$ cat config.mk
export PLATFORM = sky130hd
export DESIGN_NAME = adc_readout_ctrl
export DESIGN_NICKNAME = d
export VERILOG_FILES = /design/src/rtl/adcrd_pkg.sv /design/src/rtl/adcrd_ctrl.sv /design/src/rtl/adcrd_dpath.sv /design/src/rtl/adc_readout_ctrl.sv
export SDC_FILE = /design/constraint.sdc
export NUM_CORES = 1
export LEC_CHECK = 0
export ABC_AREA = 1
export BUFFER_PORTS_ARGS = -buffer_cell sky130_fd_sc_hd__buf_2
export CELL_PAD_IN_SITES_DETAIL_PLACEMENT = 1
export CELL_PAD_IN_SITES_GLOBAL_PLACEMENT = 2
export CORE_ASPECT_RATIO = 0.7
export CORE_MARGIN = 5
export CORE_UTILIZATION = 30
export CTS_BUF_LIST = sky130_fd_sc_hd__clkbuf_2 sky130_fd_sc_hd__clkbuf_4 sky130_fd_sc_hd__clkbuf_8
export CTS_CLUSTER_SIZE = 24
export DETAILED_ROUTE_END_ITERATION = 8
export GPL_TIMING_DRIVEN = 0
export PLACE_DENSITY_LB_ADDON = 0.1
export SYNTH_ARGS = -nofsm -noshare
export SYNTH_HDL_FRONTEND = slang
export SYNTH_SLANG_ARGS = --single-unit
$ cat constraint.sdc
create_clock -name clk -period 1.55 [get_ports clk]
set_input_delay 0.155 -clock clk [delete_from_list [all_inputs] [get_ports clk]]
set_output_delay 0.155 -clock clk [all_outputs]
set_load 0.05 [all_outputs]
$ cat src/rtl/adcrd_pkg.sv
package adcrd_pkg;

  typedef enum logic [2:0] {
    ST_IDLE,
    ST_HOLD,
    ST_POLL,
    ST_LOW,
    ST_HIGH,
    ST_DONE
  } linkState_t;

  typedef struct packed {
    logic loadCfg;
    logic startShift;
    logic divRun;
    logic sample;
    logic nextBit;
    logic publish;
  } ctrlStrobes_t;

endpackage

$ cat src/rtl/adcrd_ctrl.sv
module adcrd_ctrl
  import adcrd_pkg::*;
#(
  parameter int TO_W = 16
) (
  input  logic                clk,
  input  logic                rstN,
  input  logic                startReq,
  input  logic                holdSelect,
  input  logic [TO_W-1:0]     eocTimeout,
  input  logic                miso,
  input  logic                divTick,
  input  logic                lastBit,
  output ctrlStrobes_t        strb,
  output logic                csN,
  output logic                sclk,
  output logic                busy,
  output logic                timeoutErr
);

  linkState_t state, nextState;
  logic [TO_W-1:0] pollCnt;
  logic holdLat;
  logic timeoutHit;

  always_comb begin
    nextState  = state;
    strb       = '0;
    timeoutHit = 1'b0;
    unique case (state)
      ST_IDLE, ST_HOLD: begin
        if (startReq) begin
          strb.loadCfg = 1'b1;
          nextState    = ST_POLL;
        end
      end
      ST_POLL: begin
        if (!miso) begin
          strb.startShift = 1'b1;
          nextState       = ST_LOW;
        end else if (pollCnt == eocTimeout) begin
          timeoutHit = 1'b1;
          nextState  = ST_IDLE;
        end
      end
      ST_LOW: begin
        strb.divRun = 1'b1;
        if (divTick) begin
          strb.sample = 1'b1;
          nextState   = ST_HIGH;
        end
      end
      ST_HIGH: begin
        strb.divRun = 1'b1;
        if (divTick) begin
          if (lastBit) begin
            nextState = ST_DONE;
          end else begin
            strb.nextBit = 1'b1;
            nextState    = ST_LOW;
          end
        end
      end
      ST_DONE: begin
        strb.publish = 1'b1;
        nextState    = holdLat ? ST_HOLD : ST_IDLE;
      end
      default: nextState = ST_IDLE;
    endcase
  end

  always_ff @(posedge clk) begin
    if (!rstN) begin
      state      <= ST_IDLE;
      csN        <= 1'b1;
      sclk       <= 1'b0;
      pollCnt    <= '0;
      holdLat    <= 1'b0;
      timeoutErr <= 1'b0;
    end else begin
      state <= nextState;
      csN   <= (nextState == ST_IDLE);
      sclk  <= (nextState == ST_HIGH);
      if (state == ST_POLL && nextState == ST_POLL) pollCnt <= pollCnt + 1'b1;
      else                                          pollCnt <= '0;
      if (strb.loadCfg) holdLat <= holdSelect;
      if (strb.loadCfg)     timeoutErr <= 1'b0;
      else if (timeoutHit)  timeoutErr <= 1'b1;
    end
  end

  assign busy = !(state == ST_IDLE || state == ST_HOLD);

  // the converter must see a low clock at the select edge
  assert_sclk_low_at_select_R1: assert property (@(posedge clk) disable iff (!rstN)
    $fell(csN) |-> !sclk);
  assert_no_clock_deselected_R1: assert property (@(posedge clk) disable iff (!rstN)
    csN |-> !sclk);
  // a busy line while polling never produces a clock edge
  assert_no_clock_while_converting_R2: assert property (@(posedge clk) disable iff (!rstN)
    (state == ST_POLL && miso) |=> !sclk);
  // a timeout always releases the converter
  assert_timeout_releases_R9: assert property (@(posedge clk) disable iff (!rstN)
    $rose(timeoutErr) |-> csN);
  // the hold state keeps select asserted
  assert_hold_keeps_select_R8: assert property (@(posedge clk) disable iff (!rstN)
    (state == ST_HOLD) |-> !csN);

endmodule

$ cat src/rtl/adcrd_dpath.sv
module adcrd_dpath
  import adcrd_pkg::*;
#(
  parameter int                CFG_W      = 8,
  parameter int                FRAME_BITS = 24,
  parameter int                HALF_DIV   = 4,
  parameter logic [CFG_W-1:0]  CFG_RESET  = '0
) (
  input  logic                   clk,
  input  logic                   rstN,
  input  ctrlStrobes_t           strb,
  input  logic [CFG_W-1:0]       cfgIn,
  input  logic                   miso,
  output logic                   divTick,
  output logic                   lastBit,
  output logic                   mosi,
  output logic [FRAME_BITS-1:0]  result,
  output logic [CFG_W-1:0]       resultCfg,
  output logic                   resultValid
);

  localparam int BIT_W = $clog2(FRAME_BITS);
  localparam int DIV_W = (HALF_DIV > 1) ? $clog2(HALF_DIV) : 1;
  localparam logic [BIT_W-1:0] LAST_IDX = BIT_W'(FRAME_BITS - 1);
  localparam logic [DIV_W-1:0] DIV_LAST = DIV_W'(HALF_DIV - 1);

  logic [CFG_W-1:0]      cfgReg, prevCfg;
  logic [FRAME_BITS-1:0] shiftReg, frameBits;
  logic [BIT_W-1:0]      bitIdx;
  logic [DIV_W-1:0]      divCnt;

  generate
    if (CFG_W == FRAME_BITS) begin : g_fullCfg
      assign frameBits = cfgReg;
    end else begin : g_padCfg
      assign frameBits = {cfgReg, {(FRAME_BITS - CFG_W){1'b0}}};
    end
  endgenerate

  assign divTick = (divCnt == DIV_LAST);
  assign lastBit = (bitIdx == LAST_IDX);
  assign mosi    = strb.divRun ? frameBits[LAST_IDX - bitIdx] : 1'b0;

  always_ff @(posedge clk) begin
    if (!rstN) begin
      divCnt <= '0;
      bitIdx <= '0;
    end else begin
      if (!strb.divRun || divTick) divCnt <= '0;
      else                         divCnt <= divCnt + 1'b1;
      if (strb.startShift)         bitIdx <= '0;
      else if (strb.nextBit)       bitIdx <= bitIdx + 1'b1;
    end
  end

  always_ff @(posedge clk) begin
    if (!rstN) begin
      cfgReg      <= CFG_RESET;
      prevCfg     <= CFG_RESET;
      shiftReg    <= '0;
      result      <= '0;
      resultCfg   <= CFG_RESET;
      resultValid <= 1'b0;
    end else begin
      resultValid <= strb.publish;
      if (strb.loadCfg) cfgReg <= cfgIn;
      if (strb.sample)  shiftReg <= {shiftReg[FRAME_BITS-2:0], miso};
      if (strb.publish) begin
        result    <= shiftReg;
        resultCfg <= prevCfg;
        prevCfg   <= cfgReg;
      end
    end
  end

  // a result is published only after the final bit position
  assert_publish_after_last_bit_R3: assert property (@(posedge clk) disable iff (!rstN)
    strb.publish |-> (bitIdx == LAST_IDX));
  assert_bit_index_range_R3: assert property (@(posedge clk) disable iff (!rstN)
    bitIdx <= LAST_IDX);
  // the valid strobe lasts exactly one cycle
  assert_valid_single_cycle_R7: assert property (@(posedge clk) disable iff (!rstN)
    resultValid |=> !resultValid);
  // the published word holds after the strobe
  assert_result_held_R7: assert property (@(posedge clk) disable iff (!rstN)
    $fell(resultValid) |-> $stable(result));

endmodule

$ cat src/rtl/adc_readout_ctrl.sv
module adc_readout_ctrl
  import adcrd_pkg::*;
#(
  parameter int                CFG_W      = 8,
  parameter int                FRAME_BITS = 24,
  parameter int                HALF_DIV   = 4,
  parameter int                TO_W       = 16,
  parameter logic [CFG_W-1:0]  CFG_RESET  = '0
) (
  input  logic                   clk,
  input  logic                   rstN,
  input  logic                   startReq,
  input  logic [CFG_W-1:0]       cfgIn,
  input  logic                   holdSelect,
  input  logic [TO_W-1:0]        eocTimeout,
  input  logic                   miso,
  output logic                   csN,
  output logic                   sclk,
  output logic                   mosi,
  output logic [FRAME_BITS-1:0]  result,
  output logic [CFG_W-1:0]       resultCfg,
  output logic                   resultValid,
  output logic                   busy,
  output logic                   timeoutErr
);

  ctrlStrobes_t strb;
  logic divTick, lastBit;

  adcrd_ctrl #(.TO_W(TO_W)) u_ctrl (
    .clk        (clk),
    .rstN       (rstN),
    .startReq   (startReq),
    .holdSelect (holdSelect),
    .eocTimeout (eocTimeout),
    .miso       (miso),
    .divTick    (divTick),
    .lastBit    (lastBit),
    .strb       (strb),
    .csN        (csN),
    .sclk       (sclk),
    .busy       (busy),
    .timeoutErr (timeoutErr)
  );

  adcrd_dpath #(
    .CFG_W      (CFG_W),
    .FRAME_BITS (FRAME_BITS),
    .HALF_DIV   (HALF_DIV),
    .CFG_RESET  (CFG_RESET)
  ) u_dpath (
    .clk         (clk),
    .rstN        (rstN),
    .strb        (strb),
    .cfgIn       (cfgIn),
    .miso        (miso),
    .divTick     (divTick),
    .lastBit     (lastBit),
    .mosi        (mosi),
    .result      (result),
    .resultCfg   (resultCfg),
    .resultValid (resultValid)
  );

endmodule

==> reports/summary.txt <==
Layout Nets: 722
Worst flop-to-flop path endpoint: u_ctrl.pollCnt[7]$_SDFF_PN0_
Async set-reset flop share out of synthesis: 0%
Post-synthesis register bit count: 103
Clk slew on worst S/H paths: 0.10 ns
Initial core utilization: 30.3%
Crit path arrival time: 1.60 ns
DR iter-0 viols: 163
Clk pwr share: 36.8%
Core area: 14500 sq um
First-pass GRT wire length: 20.9 mm
Placed Cells: 852
Antenna viol nets, final: 0
Largest net degree at the start of global routing: 19
Leakage power: 2.43 nW
Switching power total: 1.29 mW
Routed wire length: 12.4 mm
GPL Wtd Cong: 0.757
Die span in y: 111 um
Endpoints failing setup: 17
Port Buffer Count: 66
Mapped Area: 4400 sq um
Global route overflow: 0
Die ar.: 17200 sq um
DP Wirelength: 9.15 mm
Worst Path Required: 1.39 ns
Outcome: finished, violations left
GRT Total Usage: 14.7%
Fin crit period: 1.75 ns
WHS Endpoint: u_dpath.cfgReg[7]$_SDFFE_PN0P_
Mapped Cells: 591
Routed vias/inst: 4.52
Most frequent cells in the layout: nor2_1, dfxtp_1, nand2_1
Avg WL per Cell: 13.9 um
Sw Ratio: 26.1%
Endpoints failing hold: 0
Post-route worst setup slack: -0.204 ns
HP Start: cfgIn[7]
Worst-case vdd ir drop: 0.345 mV
Sequential share of the synthesized area: 46.9%
CTS buffer count: 9
Cell variety after synth: 31
WHS: 0.0257 ns
Diode count: 0
Startpoint types: flip-flop
Share of cells above drive strength 1: 28.4%
Filler cell count: 1823
Fin. max-slew vios: 0
DR vias: 4021
Hold Crit Class: in -> reg
Vias in the first global route: 4093
Crit path capture type: output pin
Internal power: 3.65 mW
R2R Setup Slk: -0.12 ns
Root buffer cell: clkbuf_8
Worst-Skew Late Latency: 0.38 ns
CTS Sinks: 103
Clock Skew: 0.0157 ns
DRC: 0
Failing checks: negative setup slack
CTS tree: done
Crit Path Category: reg -> out
Sequential Power Share: 54.8%
Max Freq: 570 MHz
Rel. slew slack: 68.5%
Area grow syn2layout: 27.0%
IO Count: 67
Syn nets: 624
CTS Buffer Depth: 2
Crit share post-route: 113%
CTS H-tree depth: 3
Number of synthesized flops with an enable pin: 0
Syn avg cell area: 7.45 sq um
Max-Cap Viols: 0
Ys Warns: 0
Gate power share: 8.4%
Hold path cells: 3
Worst r2r path cells: 13
Initial antenna violation count: 0
Commonest non-fill, non-tap cell in the layout: nor2_1
DR pass1 iterations: 5
Power Density: 885 nW/um^2
RSZ-0062 raised after global routing: true
Reg-to-reg startpoint: u_dpath.bitIdx[3]$_SDFFE_PP0P_
Final std cells w/o fill: 889
Cell Rows: 37
CP max FO: 7
Top_reg_cell synth: dfxtp_1
Final core utilization: 38.4%
Least-Margin Pin Slew: 0.472 ns
DIE WIDTH: 155 um
==> cell families after synthesis <==
logic type | count (synthesis) | synth area share [%]
flip-flops | 103 | 46.9
AO/OA/AOI/OAI | 108 | 12.6
buffers and inverters | 85 | 7.76
adder cells (fa/ha/maj) | 4 | 1.14
XOR/XNOR | 13 | 2.59
AND/OR/NAND/NOR | 278 | 29.1
==> area by class of cell <==
class                      instances  area [sq um]  share of cell area [%]
tap                              195           244                    4.37
sequential                       103          2100                    37.6
buffer                            23           133                    2.37
clock buffer                      10           138                    2.46
clock inverter                     6          76.3                    1.37
multi-input combinational        403          2110                    37.8
inverter                          61           234                    4.19
timing repair buffer              88           552                    9.88
==> registers in the layout (all words and copies together), names as in the netlist <==
| register | count |
|---|---|
| u_ctrl.csN | 1 |
| u_ctrl.holdLat | 1 |
| u_ctrl.pollCnt | 16 |
| u_ctrl.sclk | 1 |
| u_ctrl.state | 3 |
| u_ctrl.timeoutErr | 1 |
| u_dpath.bitIdx | 5 |
| u_dpath.cfgReg | 8 |
| u_dpath.divCnt | 2 |
| u_dpath.prevCfg | 8 |
| u_dpath.result | 24 |
| u_dpath.resultCfg | 8 |
| u_dpath.resultValid | 1 |
| u_dpath.shiftReg | 24 |
==> power by group through the flow <==
stage	combinational (mW)	sequential [mW]	clock, mW
floorplan	0.218	2.77	0
global placement	0.335	2.77	0
detailed placement	0.345	2.77	0
CTS	0.400	2.72	1.90
global route	0.462	2.72	2.01
finish	0.414	2.71	1.82
==> worst max path at each step <==
stage,startpoint,to
2_1_floorplan,u_ctrl.state[0]$_SDFF_PN0_,mosi
3_3_place_gp,u_ctrl.pollCnt[0]$_SDFF_PN0_,u_ctrl.pollCnt[14]$_SDFF_PN0_
3_5_place_dp,u_ctrl.pollCnt[0]$_SDFF_PN0_,u_ctrl.pollCnt[14]$_SDFF_PN0_
4_1_cts,u_ctrl.state[1]$_SDFF_PN0_,mosi
5_1_grt,u_ctrl.state[0]$_SDFF_PN0_,mosi
6_report,u_dpath.bitIdx[0]$_SDFFE_PP0P_,mosi
==> cells in the mapped netlist (4+ instances only) <==
cell / number / area, sq um
a21oi_1: 39 / 195
nand3_1: 26 / 130
nand2_1: 87 / 327
ha_1: 4 / 50.1
o21ai_0: 64 / 320
inv_1: 54 / 203
inv_2: 6 / 22.5
buf_2: 5 / 25.0
clkbuf_1: 17 / 63.8
dfxtp_1: 103 / 2060
nor2_1: 124 / 465
nor2_2: 4 / 25.0
nor2_4: 15 / 169
nor3_1: 5 / 25.0
nand2_2: 8 / 50.1
xor2_1: 11 / 96.3
==> metal layers <==
layer	share of wire, %	track usage [%]
met5	0	0
met2	44	22.7
met1	52	21.3
met3	3.4	3.11
met4	0.73	2.82
==> repair_timing <==
item,in CTS,in global routing
buffers inserted,10,7
hold buffers,4,0
resized for setup,49,38
cloned,1,0
endpoints found under the setup margin,84,83
pin swaps,10,7
hold endpoints to repair,4,0
==> stage by stage <==
stage / total power [mW] / setup WS [ns] / cell area, sq um / setup TNS, ns
5_1_grt: 5.18 / -0.308 / 5590 / -3.79
6_report: 4.94 / -0.204 / 5590 / -1.82
4_1_cts: 5.01 / -0.218 / 5470 / -1.28
3_5_place_dp: 3.12 / -0.284 / 4990 / -6.73
3_3_place_gp: 3.11 / -0.277 / 4990 / -4.76
2_1_floorplan: 2.99 / -0.00421 / 4410 / -0.00421
==> worst max-delay path: stages (launching register included) <==
cell and delay (ns):
dfxtp_4 0.41, buf_6 0.11, o21ai_1 0.05, o22a_1 0.24, a211oi_4 0.23, buf_6 0.19
Power figures use the tool's default switching activity.
